===== src/rtl/fpm_pkg.sv =====
package fpm_pkg;
  localparam int DATA_W = 16;
  localparam int LANES  = DATA_W / 8;

  typedef enum logic [2:0] {
    ST_IDLE,
    ST_ROW,
    ST_COL,
    ST_CAS,
    ST_CPRE,
    ST_OPEN,
    ST_PRE
  } st_e;

  function automatic int max2(input int a, input int b);
    return (a > b) ? a : b;
  endfunction
endpackage


===== src/rtl/fpm_phase_timer.sv =====
module fpm_phase_timer #(
  parameter int W = 4
) (
  input  logic         clk_i,
  input  logic         rst_ni,
  input  logic         load_i,
  input  logic [W-1:0] val_i,
  output logic         done_o
);
  logic [W-1:0] cnt_q;

  always_ff @(posedge clk_i or negedge rst_ni) begin
    if (!rst_ni)            cnt_q <= '0;
    else if (load_i)        cnt_q <= val_i;
    else if (cnt_q != '0)   cnt_q <= cnt_q - 1'b1;
  end

  assign done_o = (cnt_q == '0);
endmodule


===== src/rtl/fpm_row_tracker.sv =====
module fpm_row_tracker #(
  parameter int ADDR_W = 8,
  parameter int AGE_W  = 10
) (
  input  logic              clk_i,
  input  logic              rst_ni,
  input  logic              open_i,
  input  logic              close_i,
  input  logic              ras_low_i,
  input  logic [ADDR_W-1:0] row_i,
  output logic              hit_o,
  output logic [ADDR_W-1:0] row_o,
  output logic [AGE_W-1:0]  age_o
);
  logic [ADDR_W-1:0] row_q;
  logic              open_q;
  logic [AGE_W-1:0]  age_q;

  always_ff @(posedge clk_i or negedge rst_ni) begin
    if (!rst_ni) begin
      row_q  <= '0;
      open_q <= 1'b0;
    end else if (open_i) begin
      row_q  <= row_i;
      open_q <= 1'b1;
    end else if (close_i) begin
      open_q <= 1'b0;
    end
  end

  // cycles RAS has already spent low before the current one
  always_ff @(posedge clk_i or negedge rst_ni) begin
    if (!rst_ni)              age_q <= '0;
    else if (!ras_low_i)      age_q <= '0;
    else if (age_q != '1)     age_q <= age_q + 1'b1;
  end

  assign hit_o = open_q && (row_i == row_q);
  assign row_o = row_q;
  assign age_o = age_q;
endmodule


===== src/rtl/fpm_dram_ctrl.sv =====
module fpm_dram_ctrl
  import fpm_pkg::*;
#(
  parameter int ADDR_W      = 8,
  parameter int T_RP        = 1,
  parameter int T_RCD       = 1,
  parameter int T_CAS       = 1,
  parameter int T_CAC       = 1,
  parameter int T_AA        = 1,
  parameter int T_RAC       = 2,
  parameter int T_CP        = 1,
  parameter int T_RAS_MIN   = 2,
  parameter int RAS_MAX_CYC = 500
) (
  input  logic                  clk_i,
  input  logic                  rst_ni,
  input  logic                  req_valid_i,
  output logic                  req_ready_o,
  input  logic                  req_we_i,
  input  logic [2*ADDR_W-1:0]   req_addr_i,
  input  logic [LANES-1:0]      req_be_i,
  input  logic [DATA_W-1:0]     req_wdata_i,
  output logic                  rsp_valid_o,
  output logic [DATA_W-1:0]     rsp_rdata_o,
  input  logic                  refresh_req_i,
  output logic                  refresh_ack_o,
  output logic                  dram_ras_no,
  output logic                  dram_casl_no,
  output logic                  dram_cash_no,
  output logic                  dram_we_no,
  output logic                  dram_oe_no,
  output logic [ADDR_W-1:0]     dram_addr_o,
  output logic [DATA_W-1:0]     dram_dq_o,
  output logic                  dram_dq_oe_o,
  input  logic [DATA_W-1:0]     dram_dq_i
);
  localparam int CAS_CYC    = max2(T_CAS, max2(T_CAC, max2(T_AA - 1, 1)));
  localparam int CAS_LEN    = max2(CAS_CYC, T_RAC);
  localparam int OPEN_LIMIT = max2(RAS_MAX_CYC - (3 + CAS_LEN + T_CP), 0);
  localparam int AGE_W      = $clog2(RAS_MAX_CYC + 2) + 1;
  localparam int TMR_MAX    = max2(max2(T_RCD, CAS_CYC), max2(T_CP, T_RP));
  localparam int TMR_W      = $clog2(TMR_MAX + 1) + 1;

  localparam logic [AGE_W-1:0] OPEN_LIM_A = AGE_W'(OPEN_LIMIT);
  localparam logic [AGE_W-1:0] RAC_M1_A   = AGE_W'(max2(T_RAC - 1, 0));
  localparam logic [AGE_W-1:0] RMIN_M1_A  = AGE_W'(max2(T_RAS_MIN - 1, 0));
  localparam logic [TMR_W-1:0] LD_RCD     = TMR_W'(T_RCD - 1);
  localparam logic [TMR_W-1:0] LD_CAS     = TMR_W'(CAS_CYC - 1);
  localparam logic [TMR_W-1:0] LD_CP      = TMR_W'(T_CP - 1);
  localparam logic [TMR_W-1:0] LD_RP      = TMR_W'(T_RP - 1);

  st_e st_q, st_d;

  logic              tmr_ld, tmr_done;
  logic [TMR_W-1:0]  tmr_val;
  logic              row_open, row_close, row_hit;
  logic [ADDR_W-1:0] row_cur;
  logic [AGE_W-1:0]  ras_age;
  logic              ras_low, rdy, acc, cap;
  logic              rac_ok, min_ok;

  logic              we_q;
  logic [LANES-1:0]  be_q;
  logic [ADDR_W-1:0] col_q;
  logic [DATA_W-1:0] wdata_q;
  logic              rsp_valid_q;
  logic [DATA_W-1:0] rsp_data_q;
  logic [LANES-1:0]  cas_n;

  fpm_phase_timer #(.W(TMR_W)) u_tmr (
    .clk_i  (clk_i),
    .rst_ni (rst_ni),
    .load_i (tmr_ld),
    .val_i  (tmr_val),
    .done_o (tmr_done)
  );

  fpm_row_tracker #(.ADDR_W(ADDR_W), .AGE_W(AGE_W)) u_rows (
    .clk_i     (clk_i),
    .rst_ni    (rst_ni),
    .open_i    (row_open),
    .close_i   (row_close),
    .ras_low_i (ras_low),
    .row_i     (req_addr_i[2*ADDR_W-1:ADDR_W]),
    .hit_o     (row_hit),
    .row_o     (row_cur),
    .age_o     (ras_age)
  );

  assign rac_ok = (ras_age >= RAC_M1_A);
  assign min_ok = (ras_age >= RMIN_M1_A);

  always_comb begin
    unique case (st_q)
      ST_IDLE: rdy = !refresh_req_i;
      ST_OPEN: rdy = !refresh_req_i && row_hit && (ras_age <= OPEN_LIM_A);
      default: rdy = 1'b0;
    endcase
  end
  assign acc = req_valid_i && rdy;

  always_comb begin
    st_d      = st_q;
    tmr_ld    = 1'b0;
    tmr_val   = '0;
    row_open  = 1'b0;
    row_close = 1'b0;
    cap       = 1'b0;
    unique case (st_q)
      ST_IDLE: if (acc) begin
        row_open = 1'b1;
        tmr_ld   = 1'b1;
        tmr_val  = LD_RCD;
        st_d     = ST_ROW;
      end
      ST_ROW: if (tmr_done) st_d = ST_COL;
      ST_COL: begin
        tmr_ld  = 1'b1;
        tmr_val = LD_CAS;
        st_d    = ST_CAS;
      end
      ST_CAS: if (tmr_done && rac_ok) begin
        cap     = !we_q;
        tmr_ld  = 1'b1;
        tmr_val = LD_CP;
        st_d    = ST_CPRE;
      end
      ST_CPRE: if (tmr_done) st_d = ST_OPEN;
      ST_OPEN: begin
        if (acc) begin
          st_d = ST_COL;
        end else if (min_ok) begin
          // miss, refresh, age limit or idle: precharge
          row_close = 1'b1;
          tmr_ld    = 1'b1;
          tmr_val   = LD_RP;
          st_d      = ST_PRE;
        end
      end
      ST_PRE: if (tmr_done) st_d = ST_IDLE;
      default: st_d = ST_IDLE;
    endcase
  end

  always_ff @(posedge clk_i or negedge rst_ni) begin
    if (!rst_ni) st_q <= ST_IDLE;
    else         st_q <= st_d;
  end

  always_ff @(posedge clk_i or negedge rst_ni) begin
    if (!rst_ni) begin
      we_q    <= 1'b0;
      be_q    <= '0;
      col_q   <= '0;
      wdata_q <= '0;
    end else if (acc) begin
      we_q    <= req_we_i;
      be_q    <= req_be_i;
      col_q   <= req_addr_i[ADDR_W-1:0];
      wdata_q <= req_wdata_i;
    end
  end

  always_ff @(posedge clk_i or negedge rst_ni) begin
    if (!rst_ni) begin
      rsp_valid_q <= 1'b0;
      rsp_data_q  <= '0;
    end else begin
      rsp_valid_q <= cap;
      if (cap) rsp_data_q <= dram_dq_i;
    end
  end

  logic col_phase, rw_phase;
  assign ras_low   = (st_q inside {ST_ROW, ST_COL, ST_CAS, ST_CPRE, ST_OPEN});
  assign col_phase = (st_q inside {ST_COL, ST_CAS, ST_CPRE});
  assign rw_phase  = (st_q inside {ST_COL, ST_CAS});

  for (genvar l = 0; l < LANES; l++) begin : g_lane
    assign cas_n[l] = !((st_q == ST_CAS) && (!we_q || be_q[l]));
  end

  assign dram_ras_no   = !ras_low;
  assign dram_casl_no  = cas_n[0];
  assign dram_cash_no  = cas_n[LANES-1];
  assign dram_we_no    = !(we_q && rw_phase);
  assign dram_oe_no    = !(!we_q && rw_phase);
  assign dram_dq_oe_o  = we_q && col_phase;
  assign dram_dq_o     = wdata_q;
  assign dram_addr_o   = col_phase ? col_q : row_cur;

  assign req_ready_o   = rdy;
  assign refresh_ack_o = (st_q == ST_IDLE) && refresh_req_i;
  assign rsp_valid_o   = rsp_valid_q;
  assign rsp_rdata_o   = rsp_data_q;
endmodule


===== config.mk =====
export PLATFORM = sky130hd
export DESIGN_NAME = fpm_dram_ctrl
export DESIGN_NICKNAME = d
export VERILOG_FILES = /design/src/rtl/fpm_pkg.sv /design/src/rtl/fpm_phase_timer.sv /design/src/rtl/fpm_row_tracker.sv /design/src/rtl/fpm_dram_ctrl.sv
export SDC_FILE = /design/constraint.sdc
export NUM_CORES = 1
export LEC_CHECK = 0
export ABC_AREA = 1
export CAP_MARGIN = 0
export CORE_ASPECT_RATIO = 0.7
export CORE_MARGIN = 2
export CORE_UTILIZATION = 52
export CTS_BUF_LIST = sky130_fd_sc_hd__clkbuf_4
export DETAILED_ROUTE_END_ITERATION = 7
export PLACE_DENSITY = 0.91
export SYNTH_ARGS = -nofsm -noshare
export SYNTH_HDL_FRONTEND = slang
export SYNTH_SLANG_ARGS = --single-unit

===== constraint.sdc =====
create_clock -name clk_i -period 3.7 [get_ports clk_i]
set_clock_uncertainty 0.1 [all_clocks]
set_input_delay 0.555 -clock clk_i [delete_from_list [all_inputs] [get_ports clk_i]]
set_output_delay 0.555 -clock clk_i [all_outputs]
set_load 0.1 [all_outputs]

======== Word level (Yosys, flattened, before mapping) ========
Index checks and enable logic that the tools add are counted.
operators by class
  add/subtract/negate cells ............... 2
  $lt $le $gt $ge ......................... 2
  equal/unequal tests ..................... 15
  multiplexer cells ....................... 25
  reduce and logical (&&, ||, !) cells .... 29
operators by type and width
  cell                     number
  $mux W3                  7
  $pmux W3 S7              1
  $mux W10                 2
  $ne A2 B2 Y1 const B     6
  $logic_and A1 B1 Y1      11
  $add A10 B1 Y10 const B  1
  $ge A10 B1 Y1 const B    1
  $le A10 B9 Y1 const B    1
  $mux W1                  10
  $ne A10 B10 Y1 const B   1
  $eq A3 B3 Y1 const B     3
  $eq A8 B8 Y1             1
  $mux W8                  1
  $reduce_bool A2 Y1       4
  $logic_not A1 Y1         7
  $eq A3 B2 Y1 const B     2
  $reduce_and A6 Y1        1
  $reduce_bool A5 Y1       1
  $mux W2                  2
  $pmux W1 S4              1
  $eq A3 B1 Y1 const B     1
  $logic_not A3 Y1         1
  $ne A3 B3 Y1 const B     1
  $reduce_bool A3 Y1       1
  other kinds (4)          5
storage, ports and cells
  register bits ........................... 68

======== Logic depth before layout (Yosys ltp) ========
Gate-level depths: netlist of the first run.
  depth after elaboration ................. 10
  depth in mapped cells ................... 14
  depth with buffers taken out ............ 13

======== Cells and area by module ========
From an unflattened synthesis of the first run, not the netlist that was laid out.
unflattened totals
  cells, all modules ...................... 455
  area total of the unflattened synthesis .. 3547.2 µm²
modules (own cells, without submodules)
  module           instances  cells each  area each (µm²)  seq. area each (µm²)
  fpm_dram_ctrl    1          302         2377.3           1176.1
  fpm_row_tracker  1          136         1049.8           475.5
  fpm_phase_timer  1          17          120.1            50.0

======== Worst setup path after synthesis of the first run ========
Ideal clock, no wire load.
  kind .................................... reg-to-output
  from .................................... register st_q[2]
  to ...................................... output dram_addr_o[0]
  arrival ................................. 3.218 ns
  required time ........................... 3.045 ns
  path slack .............................. -0.173 ns
  stages on the path, launching flop included .. 7
  buffers on the path ..................... 1
  cell sequence ........................... dfrtp_1 -> inv_1 -> nor2_1 -> a21oi_1 -> inv_2 -> clkbuf_1 -> o21ai_0
on the way
  word-level cells in the longest chain between the ends .. 3
  elaborated cells between the ends (all ways) .. 5
  classes of those cells .................. eq/ne: 3; mux: 1; reduce/logical: 1
RTL lines
  what                                                 line                  text
  from (decl)                                          fpm_dram_ctrl.sv:52   st_e st_q, st_d;
  from (signal assigned)                               fpm_dram_ctrl.sv:147  else st_q <= st_d;
  $eq A3 B2 Y1 / $eq A3 B3 Y1 (equally long branches)  fpm_dram_ctrl.sv:176  assign col_phase = (st_q inside {ST_COL, ST_CAS, ST_CPRE});
  $reduce_bool A3 Y1 (*)                               fpm_dram_ctrl.sv:176
  $mux W8 (*)                                          fpm_dram_ctrl.sv:190  assign dram_addr_o = col_phase ? col_q : row_cur;
  to (decl)                                            fpm_dram_ctrl.sv:32   output logic [ADDR_W-1:0] dram_addr_o,
Mark *: on every way between the ends. The rest lies on a longest branch, timed or not.

======== Worst setup path in the final report of the first run ========
  from .................................... register st_q[1]
  to ...................................... output dram_addr_o[6]
The elaborated chain is that of the path after synthesis.

==> results of run 1 <==
==> Yosys cell counts (all sizes together) <==
| cell | count | share of area |
|---|---|---|
| nand2 | 158 | 0.18 |
| dfrtp | 68 | 0.51 |
| nand3 | 42 | 0.063 |
| inv | 40 | 0.045 |
| o21ai | 39 | 0.058 |
| nor2 | 31 | 0.040 |
| a21oi | 13 | 0.019 |
| buf | 10 | 0.019 |
| clkbuf | 6 | 0.0067 |
| ha | 5 | 0.019 |
| xor2 | 3 | 0.0079 |
| nand3b | 2 | 0.0056 |
| nand4 | 2 | 0.0037 |
| nor3 | 2 | 0.0030 |
| nor4 | 2 | 0.0056 |
| xnor2 | 2 | 0.0052 |
| a211oi | 1 | 0.0022 |
| and3 | 1 | 0.0019 |
| or2 | 1 | 0.0019 |
==> worst paths after layout <==
path / start / end / slack [ns] / cells past startpoint
setup / recovery: st_q[1]$_DFFE_PN0P_ / dram_addr_o[6] / 0.78 / 7
hold / removal: rst_ni / u_rows.row_o[1]$_DFFE_PN0P_ / 0.21 / 2
setup reg to reg: st_q[1]$_DFFE_PN0P_ / u_tmr.cnt_q[1]$_DFFE_PN0P_ / 1.13 / 10
hold reg to reg: dram_dq_o[0]$_DFFE_PN0P_ / dram_dq_o[0]$_DFFE_PN0P_ / 0.39 / 2
max in group asynchronous: rst_ni / u_rows.row_o[6]$_DFFE_PN0P_ / 2.73 / 2
min in group clk_i: dram_dq_o[0]$_DFFE_PN0P_ / dram_dq_o[0]$_DFFE_PN0P_ / 0.39 / 2
==> critical path, cell delays in order, from the launching register on <==
cell and delay, ns:
dfrtp_1 0.56, nor2_1 0.09, inv_1 0.08, nor2_1 0.05, a21oi_1 0.23, inv_2 0.18
o21ai_0 0.31, buf_4 0.36
==> metal layers <==
| metal | routed length (um) | track usage | vias up |
|---|---|---|---|
| met5 | 0 | 0 | - |
| met3 | 762 | 0.0781 | 9 |
| met2 | 3820 | 0.381 | 147 |
| met4 | 99 | 0.0685 | 0 |
| met1 | 3570 | 0.342 | 1460 |
| li1 | - | - | 1560 |
==> registers in the layout, summed over array words and instances (netlist names), 2 cells and up <==
name	count
st_q	3
be_q	2
rsp_rdata_o	16
u_tmr.cnt_q	2
dram_dq_o	16
u_rows.row_o	8
col_q	8
u_rows.age_o	10
==> cell type report <==
type / instances / area share
inverter: 40 / 0.0330
sequential: 68 / 0.375
clock buffer: 10 / 0.0165
timing repair buffer: 106 / 0.222
clock inverter: 6 / 0.0245
multi-input combinational: 304 / 0.308
tap: 78 / 0.0215
==> kinds of logic (layout without fill, tap and decap cells) <==
logic type / count (synthesis) / after routing / share of synthesized area
and+or+nand+nor: 241 / 241 / 0.307
DFF: 68 / 68 / 0.510
buffers and inverters: 56 / 162 / 0.0712
AOI/OAI and AO/OA: 53 / 53 / 0.0802
adders and majority gates: 5 / 5 / 0.0187
xor gates and xnor gates: 5 / 5 / 0.0131
==> through the flow <==
stage	utilization	setup WS (ns)	instance area [sq um]
3_5_place_dp	0.701	0.734	4360
4_1_cts	0.731	0.777	4540
2_1_floorplan	-	-0.173	3340
6_report	0.731	0.779	4540
3_3_place_gp	0.701	0.784	4360
5_1_grt	0.731	0.621	4540
==> run metrics, run 1 <==
status complete, no violations; post_cts resized 0; Worst EP required 3.04 ns; First-pass DRT Iterations 5; layout cells sized above 1 0.0843; CP max FO 16; hold_buf cts 0; I/O pin count 104; Worst-Margin Slew 0.997 ns; Synth Instances 428; Syn Nets 488; most frequent cells in the layout 156 x nand2_1, 86 x clkdlybuf4s50_1, 68 x dfrtp_1; Setup TNS Final 0 ns; placed instance count 596; fin crit period 2.92 ns; max_slew headroom 0.333; Final Setup Violations 0; final hold violations 0; synth-to-layout area growth 36.1%; synthesized flop and latch total 68; synth warn 0; initial antenna violation count 0; global-route wire length before repair 13,800 um; nets 589; Routed WL per cell 13.5 um; Initial Utilization 0.537; count of pins over their slew limit 0; area of the core 6220 sq um; CTS Sinks 68; # rows 24; WHS 0.215 ns; drt via density 5.19; GPL Wtd Cong 0.890; most common cell after layout, fill and taps aside nand2_1; Vias 3,176; Post-Syn Area per Cell 7.80 sq um; Finished Layout Cells 612; min-delay worst type in2async; die width 99.8 um; # port buffers 103; CP Data Arrival Time 2.27 ns; Die H 71.0 um; FILL cells 467; crit path kind reg2out; global route overflow 0; largest net degree at the start of global routing 69; Num CTS Buffers 9; Netlist cell types 28; Synth Cell Area 3340 sq um; postcts setup bufs 0; CTS Root Cell clkbuf_4; Seq/Total Area, Yosys 0.510; Post-Route WL 8250 um; All-Layer GR Usage 0.247; f_max 0.342 GHz; RSZ-0062 raised after global routing no; CTS tree yes; antenna-violating nets left 0; n_diodes 0; Multi-input gate area 1400 sq um; crit start category flip-flop; Final period util 0.789; Worst-path clk slew 0.12 ns; FF/Latch Area 1700 sq um; # DRC 0; crit end category primary output; full die area 7090 sq um; clock buffer depth 2; Max-Cap Viols 0; HPWL Detailed 5840 um; clock latency on the worst-skew pair 0.41 ns; CTS HTree Levels 3; vias in the first global route 2,979; Starting DRT DRC Count 259
Power of run 1 is not shown: default switching activity piles up to over one toggle a cycle in this logic, so the estimate is an artifact.
==> inputs of run 2 (changes only) <==
Settings changed: CORE_UTILIZATION 52 to 48, PLACE_DENSITY 0.91 to 0.85.
Clock period 3.7 ns to 2.9 ns, I/O delays scaled along.
==> run metrics, run 2 (same netlist as run 1, synthesis figures left out) <==
status complete, no violations; CTS tree yes; antenna-violating nets left 0 (unchanged); area of the core 6760 sq um (+8.7%); Num CTS Buffers 9 (unchanged); GRT Max-Usage Layer met2; max_slew headroom 0.600 (+0.267); Crit path max-delay family flip-flops; synth-to-layout area growth 37.4%; CP Data Arrival Time 2.17 ns (-0.10 ns); Routed WL per cell 13.3 um (-1.7%); fin crit period 2.70 ns; initial antenna violation count 0 (unchanged); crit path kind reg2out; most common cell after layout, fill and taps aside nand2_1; die width 104 um (+3.9%); HPWL Detailed 6080 um (+4.2%); CP bufs+invs 3 (unchanged); Vias 3,160 (-0.50%); Worst-Margin Slew 0.599 ns (-0.398 ns); GPL Wtd Cong 0.928 (+4.3%); drt via density 5.02 (-3.2%); Worst-path clk slew 0.12 ns (about the same); vias in the first global route 3,008 (+0.97%); crit end category primary output; # DRC 0 (unchanged); full die area 7650 sq um (+7.9%); # rows 25 (+4.2%); most frequent cells in the layout 156 x nand2_1, 68 x dfrtp_1, 53 x clkdlybuf4s50_1; count of pins over their slew limit 0 (unchanged); Max-Cap Viols 0 (unchanged); pre-CTS setup slack 0.462 ns (-0.273 ns); Initial Utilization 0.494 (-0.0430); min-delay worst type reg2reg; CP max FO 16 (unchanged); critical path depth 7 (unchanged); layout cells sized above 1 0.161 (+0.0765); f_max 0.370 GHz; Die H 73.8 um (+3.9%); FF-to-FF path depth 9 (-1); hold-critical path depth 2; All-Layer GR Usage 0.230 (-0.0172); CP dominant cell by count nor2_1; final hold violations 0 (unchanged); Final period util 0.932; Final Setup Violations 0 (unchanged); M1 GR Usage 0.317 (-0.0246); Starting DRT DRC Count 202 (-22%); CP cell instances nor2_1 > inv_1 > nor2_1 > a21oi_1 > inv_2 > o21ai_1 > buf_12; met3 usage 0.0657 (-0.0124); # port buffers 103 (unchanged); n_diodes 0 (unchanged); nets 591 (+0.34%); global route overflow 0 (unchanged); CTS Sinks 68 (unchanged); First-pass DRT Iterations 5 (unchanged); largest net degree at the start of global routing 69 (unchanged); clock latency on the worst-skew pair 0.41 ns (about the same); I/O pin count 104 (unchanged); global-route wire length before repair 13,900 um (+0.65%); met2 GRT Util 0.358 (-0.0223); CTS HTree Levels 3 (unchanged); RSZ-0062 raised after global routing no; clock buffer depth 2 (unchanged); crit start category flip-flop; CTS Root Cell clkbuf_4; Post-Route WL 8340 um (+0.98%); CP max stage delay 0.56 ns (about the same); critical path's slowest cell dfrtp_1; Final WS setup 0.196 ns (-0.583 ns); Worst EP required 2.37 ns (-0.67 ns)
-- run 2: cell count changes in the layout (fill, tap and decap cells not counted), sizes merged --
cell	before	now
clkdlybuf4s50	86	53
buf	20	54
clkbuf	10	9
clkinvlp	0	3
dlygate4sd3	0	1
bufinv	3	0
-- run 2: tightest hold or removal path, stage by stage, from the launching register on --
cell and delay, ns:
dfrtp_1 0.36, nand2_1 0.05, nand2_1 0.05
-- run 2: cell type report --
cell class | count | area [sq um]
clock buffers | 9 | 67.6
clock inverters | 6 | 41.3
fillers | 579 | 2170
inverters | 40 | 150
multi-input cells | 304 | 1430
flip-flops and latches | 68 | 1700
well taps | 94 | 118
repair buffers | 108 | 1080
-- run 2: metal layers --
layer | vias up | share of wire
li1 | 1564 | -
met1 | 1480 | 0.46
met2 | 108 | 0.46
met3 | 8 | 0.069
met4 | 0 | 0.0082
met5 | - | 0
-- run 2: timing repair --
item / in CTS / in global routing
gates resized for setup: 0 / 1
setup endpoints to repair: 0 / 1
hold buffers: 1 / 0
setup buffers: 0 / 0
endpoints found under the hold margin: 68 / 0
-- run 2: worst paths after layout --
path,from,to,slack [ns]
worst max-delay path,st_q[1]$_DFFE_PN0P_,dram_addr_o[0],0.20
worst max register to register,u_rows.age_o[1]$_DFFE_PN0P_,rsp_rdata_o[6]$_DFFE_PN0P_,0.58
max in group asynchronous,rst_ni,we_q$_DFFE_PN0P_,1.94
worst min-delay path,col_q[4]$_DFFE_PN0P_,col_q[4]$_DFFE_PN0P_,0.38
worst min register to register,col_q[4]$_DFFE_PN0P_,col_q[4]$_DFFE_PN0P_,0.38
min in group asynchronous,rst_ni,u_rows.age_o[2]$_DFFE_PN0P_,0.47
-- run 2: per-stage QoR --
step                      setup TNS, ns  std cells  hold slack, ns   util  area, sq um
after floorplan                   -1.07        428          0.0394      -         3360
after global placement                0        613           0.350  0.661         4460
after detailed placement              0        613           0.360  0.661         4460
after CTS                             0        629           0.385  0.678         4580
after global routing                  0        629           0.419  0.679         4590
final                                 0        629           0.384  0.679         4590
Power of run 2 is left out for the same reason.
==> inputs of run 3 (changes only) <==
Settings changed: CAP_MARGIN 0 to not set.
==> results of run 3 <==
The final DEF is identical to that of run 2; final timing and power are the same.
Power of run 3 is left out for the same reason.
